$ cat src/rtl/psram_pkg.sv
package psram_pkg;

    typedef enum logic [1:0] {
        ST_IDLE = 2'd0,
        ST_ADDR = 2'd1,
        ST_XFER = 2'd2,
        ST_GAP  = 2'd3
    } bus_state_t;

endpackage

$ cat src/rtl/psram_ce_guard.sv
module psram_ce_guard #(
    parameter int LIMIT = 800
) (
    input  logic clk,
    input  logic rst_n,
    input  logic ce_low,
    output logic at_limit
);
    localparam int CNT_W = $clog2(LIMIT + 1);

    logic [CNT_W-1:0] cnt_d, cnt_q;

    always_comb begin
        cnt_d = ce_low ? cnt_q + CNT_W'(1) : '0;
    end

    always_ff @(posedge clk) begin
        if (!rst_n) cnt_q <= '0;
        else        cnt_q <= cnt_d;
    end

    // current clock is the LIMIT-th consecutive low clock
    assign at_limit = ce_low && (cnt_q == CNT_W'(LIMIT - 1));

    a_r8_ce_cap: assert property (@(posedge clk) disable iff (!rst_n)
        ce_low |-> (cnt_q < CNT_W'(LIMIT)));

    a_r8_cnt_clear: assert property (@(posedge clk) disable iff (!rst_n)
        !ce_low |=> (cnt_q == '0));
endmodule

$ cat src/rtl/psram_rd_stage.sv
module psram_rd_stage #(
    parameter int DATA_W = 16
) (
    input  logic              clk,
    input  logic              rst_n,
    input  logic              cap,
    input  logic [DATA_W-1:0] din,
    output logic [DATA_W-1:0] dout,
    output logic              dvalid
);
    typedef struct packed {
        logic [DATA_W-1:0] data;
        logic              vld;
    } rd_t;

    rd_t rd_d, rd_q;

    always_comb begin
        rd_d      = rd_q;
        rd_d.vld  = cap;
        if (cap) rd_d.data = din;
    end

    always_ff @(posedge clk) begin
        if (!rst_n) rd_q <= '0;
        else        rd_q <= rd_d;
    end

    assign dout   = rd_q.data;
    assign dvalid = rd_q.vld;
endmodule

$ cat src/rtl/psram_burst_ctrl.sv
module psram_burst_ctrl
    import psram_pkg::*;
#(
    parameter int ADDR_W   = 20,
    parameter int DATA_W   = 16,
    parameter int LEN_W    = 16,
    parameter int LATENCY  = 3,
    parameter int CE_LIMIT = 800,
    parameter int CE_GAP   = 2
) (
    input  logic              clk,
    input  logic              rst_n,
    input  logic              req_valid,
    output logic              req_ready,
    input  logic              req_write,
    input  logic [ADDR_W-1:0] req_addr,
    input  logic [LEN_W-1:0]  req_len,
    input  logic [DATA_W-1:0] wr_data,
    input  logic [1:0]        wr_be,
    output logic              wr_pull,
    output logic [DATA_W-1:0] rd_data,
    output logic              rd_valid,
    output logic              done,
    output logic              mem_ce_n,
    output logic              mem_adv_n,
    output logic              mem_oe_n,
    output logic              mem_we_n,
    output logic              mem_lb_n,
    output logic              mem_ub_n,
    output logic [ADDR_W-1:0] mem_addr,
    output logic [DATA_W-1:0] mem_dq_out,
    output logic              mem_dq_oe,
    input  logic [DATA_W-1:0] mem_dq_in,
    input  logic              mem_wait_n
);
    localparam int LAT_W = $clog2(LATENCY + 1);
    localparam int GAP_W = $clog2(CE_GAP + 1);

    typedef struct packed {
        bus_state_t        st;
        logic [ADDR_W-1:0] addr;
        logic [LEN_W-1:0]  rem;
        logic              wr;
        logic [LAT_W-1:0]  lat;
        logic [GAP_W-1:0]  gap;
        logic              done;
    } ctl_t;

    ctl_t cur_d, cur_q;
    logic go;
    logic ce_low;
    logic ce_at_limit;

    assign ce_low = (cur_q.st == ST_ADDR) || (cur_q.st == ST_XFER);

    psram_ce_guard #(.LIMIT(CE_LIMIT)) u_guard (
        .clk      (clk),
        .rst_n    (rst_n),
        .ce_low   (ce_low),
        .at_limit (ce_at_limit)
    );

    always_comb begin
        cur_d      = cur_q;
        cur_d.done = 1'b0;
        go         = 1'b0;
        unique case (cur_q.st)
            ST_IDLE: begin
                if (req_valid && (req_len != '0)) begin
                    cur_d.st   = ST_ADDR;
                    cur_d.addr = req_addr;
                    cur_d.rem  = req_len;
                    cur_d.wr   = req_write;
                end
            end
            ST_ADDR: begin
                cur_d.lat = LAT_W'(LATENCY - 1);
                cur_d.gap = GAP_W'(CE_GAP - 1);
                cur_d.st  = ce_at_limit ? ST_GAP : ST_XFER;
            end
            ST_XFER: begin
                if (cur_q.lat != '0) cur_d.lat = cur_q.lat - LAT_W'(1);
                go = (cur_q.lat == '0) && mem_wait_n;
                if (go) begin
                    cur_d.addr = cur_q.addr + ADDR_W'(1);
                    cur_d.rem  = cur_q.rem - LEN_W'(1);
                    if (cur_q.rem == LEN_W'(1)) cur_d.done = 1'b1;
                end
                if ((go && (cur_q.rem == LEN_W'(1))) || ce_at_limit) begin
                    cur_d.st  = ST_GAP;
                    cur_d.gap = GAP_W'(CE_GAP - 1);
                end
            end
            ST_GAP: begin
                if (cur_q.gap != '0) cur_d.gap = cur_q.gap - GAP_W'(1);
                else                 cur_d.st  = (cur_q.rem != '0) ? ST_ADDR : ST_IDLE;
            end
            default: cur_d.st = ST_IDLE;
        endcase
    end

    always_ff @(posedge clk) begin
        if (!rst_n) begin
            cur_q    <= '0;
            cur_q.st <= ST_IDLE;
        end else begin
            cur_q <= cur_d;
        end
    end

    psram_rd_stage #(.DATA_W(DATA_W)) u_rd (
        .clk    (clk),
        .rst_n  (rst_n),
        .cap    (go && !cur_q.wr),
        .din    (mem_dq_in),
        .dout   (rd_data),
        .dvalid (rd_valid)
    );

    logic wr_phase;
    assign wr_phase = (cur_q.st == ST_XFER) && cur_q.wr;

    assign req_ready  = (cur_q.st == ST_IDLE);
    assign wr_pull    = go && cur_q.wr;
    assign done       = cur_q.done;
    assign mem_ce_n   = !ce_low;
    assign mem_adv_n  = (cur_q.st != ST_ADDR);
    assign mem_we_n   = !(ce_low && cur_q.wr);
    assign mem_oe_n   = !((cur_q.st == ST_XFER) && !cur_q.wr);
    assign mem_addr   = (cur_q.st == ST_ADDR) ? cur_q.addr : '0;
    assign mem_dq_oe  = wr_phase;
    assign mem_dq_out = wr_phase ? wr_data : '0;
    assign mem_lb_n   = wr_phase ? !wr_be[0] : !ce_low;
    assign mem_ub_n   = wr_phase ? !wr_be[1] : !ce_low;

    a_r2_adv_single: assert property (@(posedge clk) disable iff (!rst_n)
        !mem_adv_n |=> mem_adv_n);

    a_r4_hold_on_wait: assert property (@(posedge clk) disable iff (!rst_n)
        (cur_q.st == ST_XFER && !mem_wait_n) |=> ($stable(cur_q.addr) && $stable(cur_q.rem)));

    a_r7_read_lanes: assert property (@(posedge clk) disable iff (!rst_n)
        !mem_oe_n |-> (mem_we_n && !mem_dq_oe && !mem_lb_n && !mem_ub_n));

    a_r10_ready_quiet: assert property (@(posedge clk) disable iff (!rst_n)
        req_ready |-> (mem_ce_n && !wr_pull));

    generate
        if (CE_GAP >= 2) begin : g_gap_chk
            a_r9_ce_gap: assert property (@(posedge clk) disable iff (!rst_n)
                $rose(mem_ce_n) |=> mem_ce_n);
        end
    endgenerate
endmodule

$ cat config.mk
export PLATFORM = sky130hd
export DESIGN_NAME = psram_burst_ctrl
export DESIGN_NICKNAME = d
export VERILOG_FILES = /design/src/rtl/psram_pkg.sv /design/src/rtl/psram_ce_guard.sv /design/src/rtl/psram_rd_stage.sv /design/src/rtl/psram_burst_ctrl.sv
export SDC_FILE = /design/constraint.sdc
export NUM_CORES = 1
export LEC_CHECK = 0
export BUFFER_PORTS_ARGS = -buffer_cell sky130_fd_sc_hd__buf_2
export CAP_MARGIN = 5
export CORE_MARGIN = 2
export CORE_UTILIZATION = 51
export DETAILED_ROUTE_END_ITERATION = 8
export PLACE_DENSITY = 0.89
export SLEW_MARGIN = 25
export SYNTH_ARGS = -nofsm -noshare
export SYNTH_HDL_FRONTEND = slang
export SYNTH_SLANG_ARGS = --single-unit
$ cat constraint.sdc
create_clock -name clk -period 2.5 [get_ports clk]
set_input_delay 0.375 -clock clk [delete_from_list [all_inputs] [get_ports clk]]
set_output_delay 0.375 -clock clk [all_outputs]
set_load 0.005 [all_outputs]
==> impl_metrics.yaml <==
status:
  status: "complete, no violations"
drt:
  drt-vias-per-instance: 5.93
  drtIter0Drc: 248
  drc: 0
  drtPass1Iterations: 7
  avgRoutedWirePerCell_um: 15.9
  wl_mm: 12.5
  ant_nets: 0
  vias: 4651
finish:
  fin_nets: 760
  layout-drive-gt1-share: 0.297
  syn2layout_area_growth_pct: 22.7
  diodes: 0
pwr:
  p_total_mw: 5.43
  ir_drop_uv: 523
  p_per_area_nw_per_um2: 1050
  p_leak_nw: 2.28
timing:
  hold_violations: 0
  drv_slew: 0
  skew_ns: 0.0122
  min_period_over_period: 0.944
  finalSetupViolations: 0
  tightest_slew_ns: 1.02
  min_period_ns: 2.36
  max_freq_mhz: 424
  rsz0062_at_grt: "false"
  fin_tns_setup_ns: 0
  maxSlewHeadroom: 0.317
setup_path:
  cp-start-kind: "register"
  cp-end-kind: "output pin"
  crit_fanout: 17
  required_ns: 2.12
  critPathArrivalTime_ns: 1.99
  path_class: "reg2out"
synth:
  synth_edf_count: 0
  synthAdderAreaFrac: 0.0327
  synth_nets: 621
  synth_compound_area_frac: 0.261
  syn_area_um2: 4210
  ys_async_sr_fraction: 0
  synth_seq_cells: 71
  synth_cell_types: 66
  yosys_warnings: 0
  syn_inst: 535
  syn_avg_cell_area_um2: 7.88
  ys_dominant_reg_cell: "dfxtp_1"
  synth-xor-area-share: 0.0187
  synth_seq_area_share: 0.337
  synthSimpleGateAreaFrac: 0.272
  synth_top_family_by_area: "simple AND/OR/NAND/NOR gates"
  synthMuxAreaShare: 0.00505
clock_network:
  clkTransAtPathRegs_ns: 0.08
  cts_buffer_depth: 2
  clkLatencyLatePin_ns: 0.35
  cts_setup_buffers: 0
  cts_tree: "done"
  cts_root_buf: "clkbuf_8"
  cts.sinks: 71
  h-tree-depth: 3
  cts_buffers: 9
hold_path:
  hold_path_class: "in2reg"
floorplan:
  core_area_um2: 8090
  die_area_um2: 9010
  fp.dieW_um: 94.9
  io_pins: 138
  start_util: 0.521
  row_count: 33
  die_h_um: 94.9
placed_design:
  place_hpwl_mm: 9.11
  portBuffers: 137
  gp_congestion: 0.917
global_routing:
  overflow: 0
  grt_pass1_vias: 4407
  grt_pass1_wl_mm: 20.0
  antenna_found_initial: 0
  track_usage: 0.276
  grt_max_degree: 26
flow_run:
  cap_violations: 0
==> per-layer routing <==
metal	global-route usage	vias up	part of all wire
met3	0.0766	28	0.11
met4	0.107	0	0.020
met2	0.450	272	0.47
li1	-	2231	-
met5	0	-	0
met1	0.346	2120	0.40
==> sequential cells by signal, indices dropped and copies added (netlist names) <==
| name | flops |
|---|---|
| cur_q | 43 |
| u_rd.dout | 16 |
| u_guard.cnt_q | 10 |
| done | 1 |
| u_rd.dvalid | 1 |
==> cell usage after synthesis (5+ instances only) <==
cell / count / area share
xnor2_1: 5 / 0.010
o21ai_0: 23 / 0.027
and3_1: 26 / 0.039
a32oi_1: 6 / 0.012
o22ai_1: 16 / 0.024
a21oi_1: 55 / 0.065
ha_1: 11 / 0.033
nor2_1: 39 / 0.035
nand3_1: 15 / 0.018
nand4_1: 8 / 0.012
inv_1: 18 / 0.016
nand2b_1: 5 / 0.0074
clkbuf_1: 20 / 0.018
and2_1: 19 / 0.028
nand2_1: 75 / 0.067
buf_6: 8 / 0.021
o21a_1: 7 / 0.012
a221oi_1: 5 / 0.010
nor4_1: 6 / 0.0089
dfxtp_1: 71 / 0.34
nor3_1: 12 / 0.014
==> area by class of cell <==
cell class | instances | area, um2
clock buffers | 9 | 124
clock inverters | 7 | 47.5
inverters | 19 | 71.3
fillers | 749 | 2920
multi-input cells | 411 | 2490
repair buffers | 162 | 886
flip-flops and latches | 71 | 1420
well taps | 105 | 131
==> power breakdown <==
group	leakage, nW	switching (mW)	internal [mW]	total [mW]
combinational	1.62	1.72	1.22	2.94
sequential	0.578	0.274	1.38	1.65
clock	0.0854	0.473	0.360	0.832
==> cell usage in the layout, fill, tap and decap left out, types with 4 or more instances in the layout <==
cell type and n:
nand4_1 8, buf_2 137, and3_1 26, a32oi_1 6, nand2b_1 5, a21oi_1 55
inv_1 18, o31a_1 4, nand3_1 15, and2_1 19, xnor2_1 5, a31o_2 4
ha_1 10, nand2_1 75, nor2_1 39, and4_1 4, o21a_1 7, xor2_1 4
a2bb2oi_1 4, or4_1 4, o21ai_0 23, clkbuf_8 9, o32ai_1 4, nor3_1 12
nor4_1 6, dfxtp_1 71, buf_4 24, a221oi_1 5, o22ai_1 16
==> through the flow <==
stage / area (um2) / hold slack (ns) / cells / utilization / setup WS (ns)
6_report: 5170 / 0.257 / 784 / 0.639 / 0.139
5_1_grt: 5170 / 0.247 / 784 / 0.639 / 0.0184
4_1_cts: 5170 / 0.245 / 784 / 0.639 / 0.143
3_5_place_dp: 5000 / 0.447 / 768 / 0.618 / 0.0349
3_3_place_gp: 5000 / 0.440 / 768 / 0.618 / 0.106
2_1_floorplan: 4210 / 0.426 / 535 / - / 0.294
==> worst max-delay path, cell delays in order (launching register included) <==
cell and delay (ns):
dfxtp_1 0.35, inv_1 0.09, ha_2 0.37, buf_4 0.25, and2_1 0.24, nor2_1 0.09
a21oi_1 0.12, buf_2 0.13
==> path summary, 6_finish.rpt <==
| kind | start | endpoint | slack [ns] | cells after the start |
|---|---|---|---|---|
| max | cur_q[42] | mem_ub_n | 0.14 | 7 |
| min | mem_dq_in[12] | u_rd.dout[12] | 0.26 | 3 |
| max reg2reg | cur_q[42] | cur_q[42] | 0.19 | 7 |
| min reg2reg | u_rd.dout[6] | u_rd.dout[6] | 0.45 | 2 |
==> cells by family (layout without fill, tap and decap cells) <==
logic type / after synthesis / after routing
AND/OR/NAND/NOR: 227 / 227
AO/OA/AOI/OAI: 162 / 162
flip-flops: 71 / 71
buffers and inverters: 53 / 197
adder cells (fa/ha/maj): 11 / 11
XOR/XNOR: 9 / 9
multiplexers: 2 / 2
==> repair_timing <==
item / CTS / global route
endpoints found under the hold margin: 0 / 0
hold buffers: 0 / 0
setup endpoints to repair: 0 / 2
resized for setup: 0 / 1
Note: power is estimated with default switching activity, not from simulation.
